`src/rtl/fpa_pkg.sv`:
```
package fpa_pkg;
   localparam int FPA_MAN_W = 16;
   localparam int FPA_EXP_W = 8;
   // Alignment shifter variants
   localparam int ALIGN_DIRECT = 0;
   localparam int ALIGN_LOG    = 1;
endpackage

```
`src/rtl/fpa_order.sv`:
```
module fpa_order #(
   parameter int MW = 16,
   parameter int EW = 8
) (
   input  logic          clk,
   input  logic          rst_n,
   input  logic          vld_i,
   input  logic [MW-1:0] ma_i,
   input  logic [EW-1:0] ea_i,
   input  logic [MW-1:0] mb_i,
   input  logic [EW-1:0] eb_i,
   output logic          vld_o,
   output logic [MW-1:0] big_m_o,
   output logic [MW-1:0] sml_m_o,
   output logic [EW-1:0] exp_o,
   output logic [EW-1:0] gap_o
);
   logic swap;
   assign swap = (ea_i < eb_i);

   always_ff @(posedge clk or negedge rst_n) begin
      if (!rst_n) begin
         vld_o   <= 1'b0;
         big_m_o <= '0;
         sml_m_o <= '0;
         exp_o   <= '0;
         gap_o   <= '0;
      end else begin
         vld_o   <= vld_i;
         big_m_o <= swap ? mb_i : ma_i;
         sml_m_o <= swap ? ma_i : mb_i;
         exp_o   <= swap ? eb_i : ea_i;
         gap_o   <= swap ? (eb_i - ea_i) : (ea_i - eb_i);
      end
   end
endmodule

```
`src/rtl/fpa_align.sv`:
```
module fpa_align #(
   parameter int MW    = 16,
   parameter int EW    = 8,
   parameter int STYLE = 1
) (
   input  logic          clk,
   input  logic          rst_n,
   input  logic          vld_i,
   input  logic [MW-1:0] big_m_i,
   input  logic [MW-1:0] sml_m_i,
   input  logic [EW-1:0] exp_i,
   input  logic [EW-1:0] gap_i,
   output logic          vld_o,
   output logic [MW-1:0] big_m_o,
   output logic [MW-1:0] sml_m_o,
   output logic [EW-1:0] exp_o
);
   localparam int SW = $clog2(MW);

   logic          too_far;
   logic [MW-1:0] shifted;

   assign too_far = (gap_i >= EW'(MW));

   generate
      if (STYLE == fpa_pkg::ALIGN_LOG) begin : g_log
         logic [MW-1:0] lvl [0:SW];
         assign lvl[0] = sml_m_i;
         for (genvar k = 0; k < SW; k++) begin : g_lvl
            assign lvl[k+1] = gap_i[k] ? (lvl[k] >> (1 << k)) : lvl[k];
         end
         assign shifted = lvl[SW];
      end else begin : g_direct
         assign shifted = sml_m_i >> gap_i[SW-1:0];
      end
   endgenerate

   always_ff @(posedge clk or negedge rst_n) begin
      if (!rst_n) begin
         vld_o   <= 1'b0;
         big_m_o <= '0;
         sml_m_o <= '0;
         exp_o   <= '0;
      end else begin
         vld_o   <= vld_i;
         big_m_o <= big_m_i;
         sml_m_o <= too_far ? '0 : shifted;
         exp_o   <= exp_i;
      end
   end
endmodule

```
`src/rtl/fpa_sum.sv`:
```
module fpa_sum #(
   parameter int MW = 16,
   parameter int EW = 8
) (
   input  logic          clk,
   input  logic          rst_n,
   input  logic          vld_i,
   input  logic [MW-1:0] big_m_i,
   input  logic [MW-1:0] sml_m_i,
   input  logic [EW-1:0] exp_i,
   output logic          vld_o,
   output logic [MW:0]   sum_o,
   output logic [EW-1:0] exp_o
);
   always_ff @(posedge clk or negedge rst_n) begin
      if (!rst_n) begin
         vld_o <= 1'b0;
         sum_o <= '0;
         exp_o <= '0;
      end else begin
         vld_o <= vld_i;
         sum_o <= {1'b0, big_m_i} + {1'b0, sml_m_i};
         exp_o <= exp_i;
      end
   end
endmodule

```
`src/rtl/fpa_norm.sv`:
```
module fpa_norm #(
   parameter int MW = 16,
   parameter int EW = 8
) (
   input  logic          clk,
   input  logic          rst_n,
   input  logic          vld_i,
   input  logic [MW:0]   sum_i,
   input  logic [EW-1:0] exp_i,
   output logic          vld_o,
   output logic [MW-1:0] man_o,
   output logic [EW-1:0] exp_o
);
   localparam int LZW = $clog2(MW + 1);

   logic [LZW-1:0] lz;
   logic [EW-1:0]  lz_e;
   logic [MW-1:0]  man_n;
   logic [EW-1:0]  exp_n;

   // leading-zero count of the low MW bits; MW when all zero
   always_comb begin
      lz = LZW'(MW);
      for (int i = 0; i < MW; i++) begin
         if (sum_i[i]) lz = LZW'(MW - 1 - i);
      end
   end

   assign lz_e = EW'(lz);

   always_comb begin
      if (sum_i[MW]) begin
         man_n = sum_i[MW:1];
         exp_n = exp_i + 1'b1;
      end else if (sum_i[MW-1:0] == '0) begin
         man_n = '0;
         exp_n = '0;
      end else if (lz_e <= exp_i) begin
         man_n = sum_i[MW-1:0] << lz;
         exp_n = exp_i - lz_e;
      end else begin
         man_n = sum_i[MW-1:0] << exp_i;
         exp_n = '0;
      end
   end

   always_ff @(posedge clk or negedge rst_n) begin
      if (!rst_n) begin
         vld_o <= 1'b0;
         man_o <= '0;
         exp_o <= '0;
      end else begin
         vld_o <= vld_i;
         man_o <= man_n;
         exp_o <= exp_n;
      end
   end
endmodule

```
`src/rtl/fp_add_pipe.sv`:
```
module fp_add_pipe #(
   parameter int MW          = fpa_pkg::FPA_MAN_W,
   parameter int EW          = fpa_pkg::FPA_EXP_W,
   parameter int ALIGN_STYLE = fpa_pkg::ALIGN_LOG
) (
   input  logic          clk,
   input  logic          rst_n,
   input  logic          in_vld,
   input  logic [MW-1:0] in_ma,
   input  logic [EW-1:0] in_ea,
   input  logic [MW-1:0] in_mb,
   input  logic [EW-1:0] in_eb,
   output logic          out_vld,
   output logic [MW-1:0] out_man,
   output logic [EW-1:0] out_exp
);
   generate
      if (MW < 4) begin : g_bad_mw
         $error("fp_add_pipe: mantissa width must be at least 4");
      end
      if (EW < 2 || EW > 30) begin : g_bad_ew
         $error("fp_add_pipe: exponent width out of range");
      end
      if (MW >= (1 << EW)) begin : g_bad_ratio
         $error("fp_add_pipe: mantissa width must fit in the exponent range");
      end
      if (ALIGN_STYLE != fpa_pkg::ALIGN_DIRECT && ALIGN_STYLE != fpa_pkg::ALIGN_LOG) begin : g_bad_style
         $error("fp_add_pipe: unknown alignment style");
      end
   endgenerate

   logic          s1_vld, s2_vld, s3_vld;
   logic [MW-1:0] s1_big, s1_sml, s2_big, s2_sml;
   logic [EW-1:0] s1_exp, s1_gap, s2_exp, s3_exp;
   logic [MW:0]   s3_sum;

   fpa_order #(.MW(MW), .EW(EW)) u_order (
      .clk(clk), .rst_n(rst_n), .vld_i(in_vld),
      .ma_i(in_ma), .ea_i(in_ea), .mb_i(in_mb), .eb_i(in_eb),
      .vld_o(s1_vld), .big_m_o(s1_big), .sml_m_o(s1_sml),
      .exp_o(s1_exp), .gap_o(s1_gap)
   );

   fpa_align #(.MW(MW), .EW(EW), .STYLE(ALIGN_STYLE)) u_align (
      .clk(clk), .rst_n(rst_n), .vld_i(s1_vld),
      .big_m_i(s1_big), .sml_m_i(s1_sml), .exp_i(s1_exp), .gap_i(s1_gap),
      .vld_o(s2_vld), .big_m_o(s2_big), .sml_m_o(s2_sml), .exp_o(s2_exp)
   );

   fpa_sum #(.MW(MW), .EW(EW)) u_sum (
      .clk(clk), .rst_n(rst_n), .vld_i(s2_vld),
      .big_m_i(s2_big), .sml_m_i(s2_sml), .exp_i(s2_exp),
      .vld_o(s3_vld), .sum_o(s3_sum), .exp_o(s3_exp)
   );

   fpa_norm #(.MW(MW), .EW(EW)) u_norm (
      .clk(clk), .rst_n(rst_n), .vld_i(s3_vld),
      .sum_i(s3_sum), .exp_i(s3_exp),
      .vld_o(out_vld), .man_o(out_man), .exp_o(out_exp)
   );
endmodule

```
`config.mk`:
```
export PLATFORM = sky130hd
export DESIGN_NAME = fp_add_pipe
export DESIGN_NICKNAME = d
export VERILOG_FILES = /design/src/rtl/fpa_pkg.sv /design/src/rtl/fpa_order.sv /design/src/rtl/fpa_align.sv /design/src/rtl/fpa_sum.sv /design/src/rtl/fpa_norm.sv /design/src/rtl/fp_add_pipe.sv
export SDC_FILE = /design/constraint.sdc
export NUM_CORES = 1
export LEC_CHECK = 0
export BUFFER_PORTS_ARGS = -buffer_cell sky130_fd_sc_hd__buf_2
export CAP_MARGIN = 20
export CORE_ASPECT_RATIO = 0.6
export CORE_MARGIN = 5
export CORE_UTILIZATION = 55
export CTS_CLUSTER_DIAMETER = 100
export DETAILED_ROUTE_END_ITERATION = 12
export PLACE_DENSITY = 0.81
export SLEW_MARGIN = 20
export SYNTH_ARGS = -nofsm -noshare
export SYNTH_HDL_FRONTEND = slang
export SYNTH_HIERARCHICAL = 1
export SYNTH_SLANG_ARGS = --single-unit
```
`constraint.sdc`:
```
create_clock -name clk -period 5.3 [get_ports clk]
set_clock_uncertainty 0.1 [all_clocks]
set_input_delay 1.06 -clock clk [delete_from_list [all_inputs] [get_ports clk]]
set_output_delay 1.06 -clock clk [all_outputs]
set_load 0.01 [all_outputs]
```
==> results of run 1 <==
==> power by group <==
group          total [W]  internal (W)  leakage, nW  switching, W
Combinational    0.00110      0.000501         2.14      0.000597
Clock            0.00127      0.000805        0.302      0.000464
Sequential       0.00147       0.00128         1.70      0.000193
Total            0.00384       0.00259         4.14       0.00125
==> state kept, by name, summed over array words and instances, names as in the netlist <==
name / cells
u_align/big_m_o: 16
u_sum/exp_o: 8
u_align/exp_o: 8
u_norm/vld_o: 1
u_order/sml_m_o: 16
u_norm/exp_o: 8
u_align/sml_m_o: 16
u_order/vld_o: 1
u_order/gap_o: 8
u_norm/man_o: 16
u_align/vld_o: 1
u_order/big_m_o: 16
u_sum/sum_o: 17
u_sum/vld_o: 1
u_order/exp_o: 8
==> routing by layer <==
layer	part of all wire	wire, µm	up-vias	track usage
met5	0	0	-	0
met4	0.017	321	0	0.0683
met3	0.079	1480	30	0.0488
met2	0.44	8300	276	0.362
met1	0.46	8550	2945	0.330
li1	-	-	2691	-
==> worst max path at each step <==
stage / slack [ns] / depth (start not counted) / from / end
5_1_grt: 0.05 / 14 / u_sum/sum_o[1] / u_norm/man_o[14]
2_1_floorplan: 1.16 / 15 / u_sum/sum_o[1] / u_norm/man_o[10]
3_3_place_gp: 0.62 / 14 / u_sum/sum_o[1] / u_norm/man_o[9]
4_1_cts: 0.49 / 15 / u_sum/sum_o[1] / u_norm/man_o[12]
3_5_place_dp: 0.50 / 14 / u_sum/sum_o[1] / u_norm/man_o[9]
6_report: 0.40 / 15 / u_sum/sum_o[1] / u_norm/man_o[12]
==> cell usage after synthesis, types with 5 or more instances <==
| master | n |
|---|---|
| xnor2_1 | 11 |
| nor3_1 | 13 |
| a21o_1 | 9 |
| dfrtp_1 | 141 |
| o21ai_0 | 31 |
| o22ai_1 | 9 |
| a21oi_1 | 31 |
| ha_1 | 39 |
| mux2i_1 | 36 |
| and2_1 | 6 |
| o211ai_1 | 7 |
| mux4_2 | 11 |
| and3_1 | 6 |
| nor2_1 | 32 |
| nand3_1 | 10 |
| buf_2 | 5 |
| buf_6 | 9 |
| o21ai_1 | 7 |
| o31ai_1 | 5 |
| a221oi_1 | 5 |
| nor2b_1 | 5 |
| inv_1 | 29 |
| nand2b_1 | 9 |
| nand2_1 | 55 |
| mux2_2 | 40 |
| clkbuf_1 | 12 |
| xor2_1 | 14 |
| a22oi_1 | 5 |
| a32oi_1 | 6 |
==> cells in the final DEF (no fill, tap or decap), drive strengths merged, types with 5 or more instances in the layout <==
cell type	synthesis	final
a21o	12	12
a21oi	33	33
a221oi	5	5
a22oi	5	5
a32oi	6	6
and2	6	6
and3	6	6
buf	19	80
clkbuf	12	19
clkinv	2	5
dfrtp	141	141
ha	39	39
inv	30	33
mux2	45	45
mux2i	37	37
mux4	12	12
nand2	55	55
nand2b	9	9
nand3	11	11
nor2	32	32
nor2b	5	5
nor3	15	15
o211ai	7	7
o21ai	39	39
o22ai	9	9
o31ai	5	5
xnor2	11	11
xor2	14	14
==> cells by family (layout without fill, tap and decap cells) <==
group,Yosys count,in the layout,synth area share
xor+xnor,25,25,0.0281
simple gates,165,165,0.105
fa+ha+maj,43,43,0.0728
compound gates,167,167,0.151
flops,141,141,0.452
buf+inv,63,143,0.0417
mux,94,94,0.149
==> final cells by class <==
type,instances,area share
Tap cell,192,0.0270
Inverter,32,0.0135
Clock inverter,12,0.0210
Clock buffer,19,0.0498
Multi-Input combinational cell,494,0.445
Timing Repair Buffer,80,0.0471
Sequential cell,141,0.397
==> critical path, cell delays in order (launching register included) <==
cell and delay [ns]:
dfrtp_1 0.48, nand2b_1 0.19, a2111oi_1 0.52, o221ai_1 0.21
nand2_1 0.10, ha_1 0.19, inv_1 0.06, fa_1 0.42
a211oi_1 0.22, o21ai_1 0.22, or2_1 0.53, a31oi_4 0.65
mux2i_1 0.17, mux2_2 0.32, or3_1 0.32, o2111ai_1 0.09
==> metrics by stage <==
step           instance area [µm²]  hold slack [ns]   util
6_report                      8890            0.245  0.645
5_1_grt                       8890            0.250  0.645
4_1_cts                       8890            0.248  0.645
3_5_place_dp                  8260            0.235  0.599
3_3_place_gp                  8260            0.231  0.599
2_1_floorplan                 7800            0.231      -
==> flow_summary.yaml, run 1 <==
run_status:
  status: "completed"
floorplanning:
  core_area_um2: 13800
  rows: 33
  die_y_um: 102
  io_pins: 76
  initial_core_util: 0.566
  dieArea_um2: 16800
  die_x_um: 164
timing:
  period_share: 0.924
  totalNegativeSetupSlack_ns: 0
  relSlewSlack: 0.399
  rsz0062_at_grt: "no"
  max_freq_mhz: 204
  setup_slack_ns: 0.402
  worstMarginPinSlew_ns: 0.902
  hold_viol: 0
  fin_crit_ns: 4.90
  setup_violations: 0
  maxSlewViolCount: 0
yosys:
  ys_seq_area_frac: 0.452
  syn_area_um2: 7800
  async_reset_ff_frac: 1.00
  synthTopCellsByArea: "dfrtp_1 45%, ha_1 6.3%, mux2_2 5.8%"
  synth_nets: 792
  synth_cell_types: 81
  synth_top_area_cell: "dfrtp_1"
  synth.avg_cell_area_um2: 11.2
  synth_flop_cell: "dfrtp_1"
  synth.top_cell.area_share: 0.452
  yosysWarnings: 6
  synth_edf_count: 0
  syn-instance-count: 698
  ys_ff_latch: 141
placement:
  dp_hpwl_um: 13500
  portBuffers: 75
  dp_slack_ns: 0.503
  gp_congestion: 0.923
  numPlacedInstances: 939
final_layout:
  finalNetCount: 860
  n_antenna_cell: 0
  n_fill_cell: 1085
  stdcell_count: 970
  drive_above_1_share: 0.235
  seq_area_um2: 3530
  syn_to_final_growth_pct: 14.0
  multi_input_area_um2: 3960
routing:
  drt-wirelength-per-cell_um: 19.2
  drt-pass1-iter-count: 5
  routed_wl_um: 18600
  drt_iter0_drc: 646
  drcViolationCount: 0
  vias_per_cell: 6.13
  vias: 5942
  ant_nets: 0
setup_path:
  cp.required_ns: 5.51
  criticalPathCategory: "reg -> reg"
  start_kind: "flop"
  path_max_fanout: 17
  rrSetupSlack_ns: 0.40
  worst-r2r-cell-count: 15
  reg2reg_to: "u_norm/man_o[12]"
  end_kind: "flop"
  r2r_start: "u_sum/sum_o[1]"
  cp.arrival_ns: 5.11
power_and_ir_drop:
  power_density_nw_per_um2: 432
  irDropWorstVdd_mv: 0.212
  p_leak_nw: 4.14
  power_w: 0.00384
min_path:
  whs_path_depth: 0
  min_to: "u_norm/vld_o"
  min_from: "u_sum/vld_o"
  hold_class: "reg -> reg"
clock_network:
  cts_sinks: 141
  clk_latency_ns: 0.41
  ctsRootBufferMaster: "clkbuf_16"
  path_clk_slew_ns: 0.06
  post_cts_resized: 0
  h-tree-depth: 4
  cts_buffers: 17
  cts_hold_buf: 0
  cts.path.max_buffers: 2
  cts_tree: "done"
  post_cts_buffers: 0
global_routing:
  antenna_found_initial: 0
  grt_pass1_wl_um: 30600
  grt-ovfl-total: 0
  grt_max_degree: 102
  grt_usage: 0.231
  grt_pass1_vias: 6009
job:
  drv_cap: 0
(Power assumes the default switching activity.)
==> run 2: changes to the inputs <==
--- a/config.mk
+++ b/config.mk
@@ -13,8 +13,8 @@
 export CTS_CLUSTER_DIAMETER = 100
 export DETAILED_ROUTE_END_ITERATION = 12
 export PLACE_DENSITY = 0.81
+export RECOVER_POWER = 25
 export SLEW_MARGIN = 20
 export SYNTH_ARGS = -nofsm -noshare
 export SYNTH_HDL_FRONTEND = slang
-export SYNTH_HIERARCHICAL = 1
 export SYNTH_SLANG_ARGS = --single-unit
==> run 2 against run 1 <==
  * The flow now finishes with violations (capacitance limit, slew limit)
  * Clock power decreased by 3%
  * Cell count fell by 5.7%
  * Global-route usage shrank 2.0 points
  * Critical path depth fell by 2
==> flow_summary.yaml, run 2 <==
setup_path:
  cp.arrival_ns: 5.00
  cp-startpoint: "u_sum.sum_o[4]"
  worst-r2r-cell-count: 13
  path_max_fanout: 13
  reg2reg_to: "u_norm.man_o[15]"
  criticalPathCategory: "reg -> reg"
  end_kind: "flop"
  r2r_start: "u_sum.sum_o[4]"
  rrSetupSlack_ns: 0.49
  start_kind: "flop"
  cp.required_ns: 5.49
yosys:
  synth_mux_area_frac: 0.141
  syn_area_um2: 7260
  synth_fa_ha_area_frac: 0.0765
  synth.avg_cell_area_um2: 11.1
  ys_seq_area_frac: 0.486
  ys_ff_latch: 141
  synth_compound_area_frac: 0.129
  synth.most_common_cell: "dfrtp_1"
  yosys.area_share.simple: 0.0977
  synth_edf_count: 0
  synth_top_family_by_area: "multiplexers"
  synth_cell_types: 61
  syn-instance-count: 656
  yosys.area_share.xor_xnor: 0.0326
  synth_flop_cell: "dfrtp_1"
  synth_nets: 749
  yosysWarnings: 0
  synth_top_area_cell: "dfrtp_1"
  synth.top_cell.area_share: 0.486
  synth_common_cells: "141 x dfrtp_1, 48 x nand2_1, 46 x mux2i_1"
  async_reset_ff_frac: 1.00
  synthTopCellsByArea: "dfrtp_1 49%, ha_1 6.5%, mux2_2 6.4%"
job:
  drv_cap: 1
clock_network:
  cts_hold_buf: 0
  h-tree-depth: 4
  cts_buffers: 17
  cts_sinks: 141
  ctsRootBufferMaster: "clkbuf_16"
  cts.path.max_buffers: 2
  post_cts_resized: 0
  cts_tree: "done"
  path_clk_slew_ns: 0.06
  clk_latency_ns: 0.42
  post_cts_buffers: 0
routing:
  routed_wl_um: 15800
  drt-wirelength-per-cell_um: 17.3
  vias: 5303
  ant_nets: 0
  drt-pass1-iter-count: 6
  vias_per_cell: 5.80
  drt_iter0_drc: 433
  drcViolationCount: 0
final_layout:
  n_antenna_cell: 0
  final_common_cell: "dfrtp_1"
  regMostFlops: "u_sum.sum_o"
  drive_above_1_share: 0.226
  n_fill_cell: 953
  final_util: 0.654
  syn_to_final_growth_pct: 16.1
  finalNetCount: 825
  largest_register_ffs: 17
  stdcell_count: 915
  most-common-layout-cells: "141 x dfrtp_1, 73 x buf_2, 48 x nand2_1"
power_and_ir_drop:
  pwr-share-seq: 0.395
  switching_share: 0.332
  power_density_nw_per_um2: 436
  power_switching_w: 0.00122
  internal-power_w: 0.00246
  irDropWorstVdd_mv: 0.223
  comb_power_share: 0.272
  p_clk_frac: 0.334
  p_leak_nw: 4.08
min_path:
  whs_path_depth: 0
  min_from: "u_sum.vld_o"
  hold_class: "reg -> reg"
  min_to: "u_norm.vld_o"
global_routing:
  grt_pass1_vias: 5292
  grt_max_degree: 108
  antenna_found_initial: 0
  grt_pass1_wl_um: 26400
  grt_util_met3: 0.0452
  grt_use_met1: 0.315
  grt-ovfl-total: 0
  grt_usage: 0.212
  use_met2: 0.318
  grt.busiest_layer: "met2"
floorplanning:
  rows: 32
  die_y_um: 99.0
  initial_core_util: 0.563
  core_area_um2: 12900
  dieArea_um2: 15700
  io_pins: 76
  die_x_um: 158
timing:
  period_share: 0.908
  setup_slack_ns: 0.490
  maxSlewViolCount: 108
  worstMarginPinSlew_ns: 2.48
  max_freq_mhz: 208
  rsz0062_at_grt: "no"
  fin_crit_ns: 4.81
  setup_violations: 0
  relSlewSlack: -0.652
  hold_viol: 0
  totalNegativeSetupSlack_ns: 0
run_status:
  status: "finished, violations left"
  violations: "capacitance limit, slew limit"
placement:
  numPlacedInstances: 883
  dp_hpwl_um: 11600
  gp_congestion: 0.864
  portBuffers: 75
  dp_slack_ns: 0.555
## run 2: cell types whose count changed after synthesis, sizes merged, moves of 6 or more
cell	previous run	this run
inv	30	39
nand2	55	48
nor2	32	41
a32oi	6	0
o21ai	39	23
a21o	12	5
a211oi	3	11
xnor2	11	18
mux4	12	4
mux2i	37	47
a222oi	0	6
## run 2: through the flow
stage | hold WS (ns) | area, µm² | power [W]
6_report | 0.247 | 8430 | 0.00368
5_1_grt | 0.253 | 8430 | 0.00389
4_1_cts | 0.249 | 8440 | 0.00369
3_5_place_dp | 0.235 | 7810 | 0.00245
3_3_place_gp | 0.232 | 7810 | 0.00244
2_1_floorplan | 0.231 | 7260 | 0.00213
## run 2: metal layers
| metal | wire length (µm) | part of all wire |
|---|---|---|
| met3 | 1090 | 0.069 |
| met1 | 7520 | 0.47 |
| met5 | 0 | 0 |
| met4 | 161 | 0.010 |
| met2 | 7080 | 0.45 |
## run 2: how the worst max path moves through the flow
stage	end	slack [ns]
floorplan	u_norm.man_o[15]	1.49
global placement	u_norm.man_o[15]	0.60
detailed placement	u_norm.man_o[15]	0.55
CTS	u_norm.man_o[15]	0.51
global route	u_norm.man_o[5]	0.20
finish	u_norm.man_o[15]	0.49
## run 2: worst max-delay path, cell delays in order (launching register included)
cell	delay [ns]
dfrtp_1	0.46
nor4_1	0.63
nand2b_1	0.11
a31oi_1	0.32
inv_1	0.08
ha_1	0.35
nand4_1	0.12
o211ai_1	0.20
or2_1	0.40
a31oi_2	0.76
mux4_2	0.61
mux2i_1	0.22
nand2_1	0.08
a41o_1	0.24
## run 2: cells by family after synthesis
kind of cell             Yosys count
multiplexers                      92
AO/OA/AOI/OAI                    139
buffers and inverters             66
flip-flops                       141
adder cells (fa/ha/maj)           42
AND/OR/NAND/NOR                  149
XOR/XNOR                          27
## run 2: power by group through the flow
stage | clock network, W | registers (W) | logic (W)
2_1_floorplan | 0 | 0.00144 | 0.000689
3_3_place_gp | 0 | 0.00146 | 0.000979
3_5_place_dp | 0 | 0.00147 | 0.000986
4_1_cts | 0.00124 | 0.00145 | 0.000996
5_1_grt | 0.00131 | 0.00148 | 0.00111
6_report | 0.00123 | 0.00145 | 0.00100
## run 2: final cells by class
cell class	count	area, µm²	area share
Multi-Input combinational cell	449	3480	0.413
Inverter	40	150	0.0178
Clock inverter	15	196	0.0233
Sequential cell	141	3530	0.419
Timing Repair Buffer	83	434	0.0515
Tap cell	170	213	0.0252
Clock buffer	17	425	0.0505
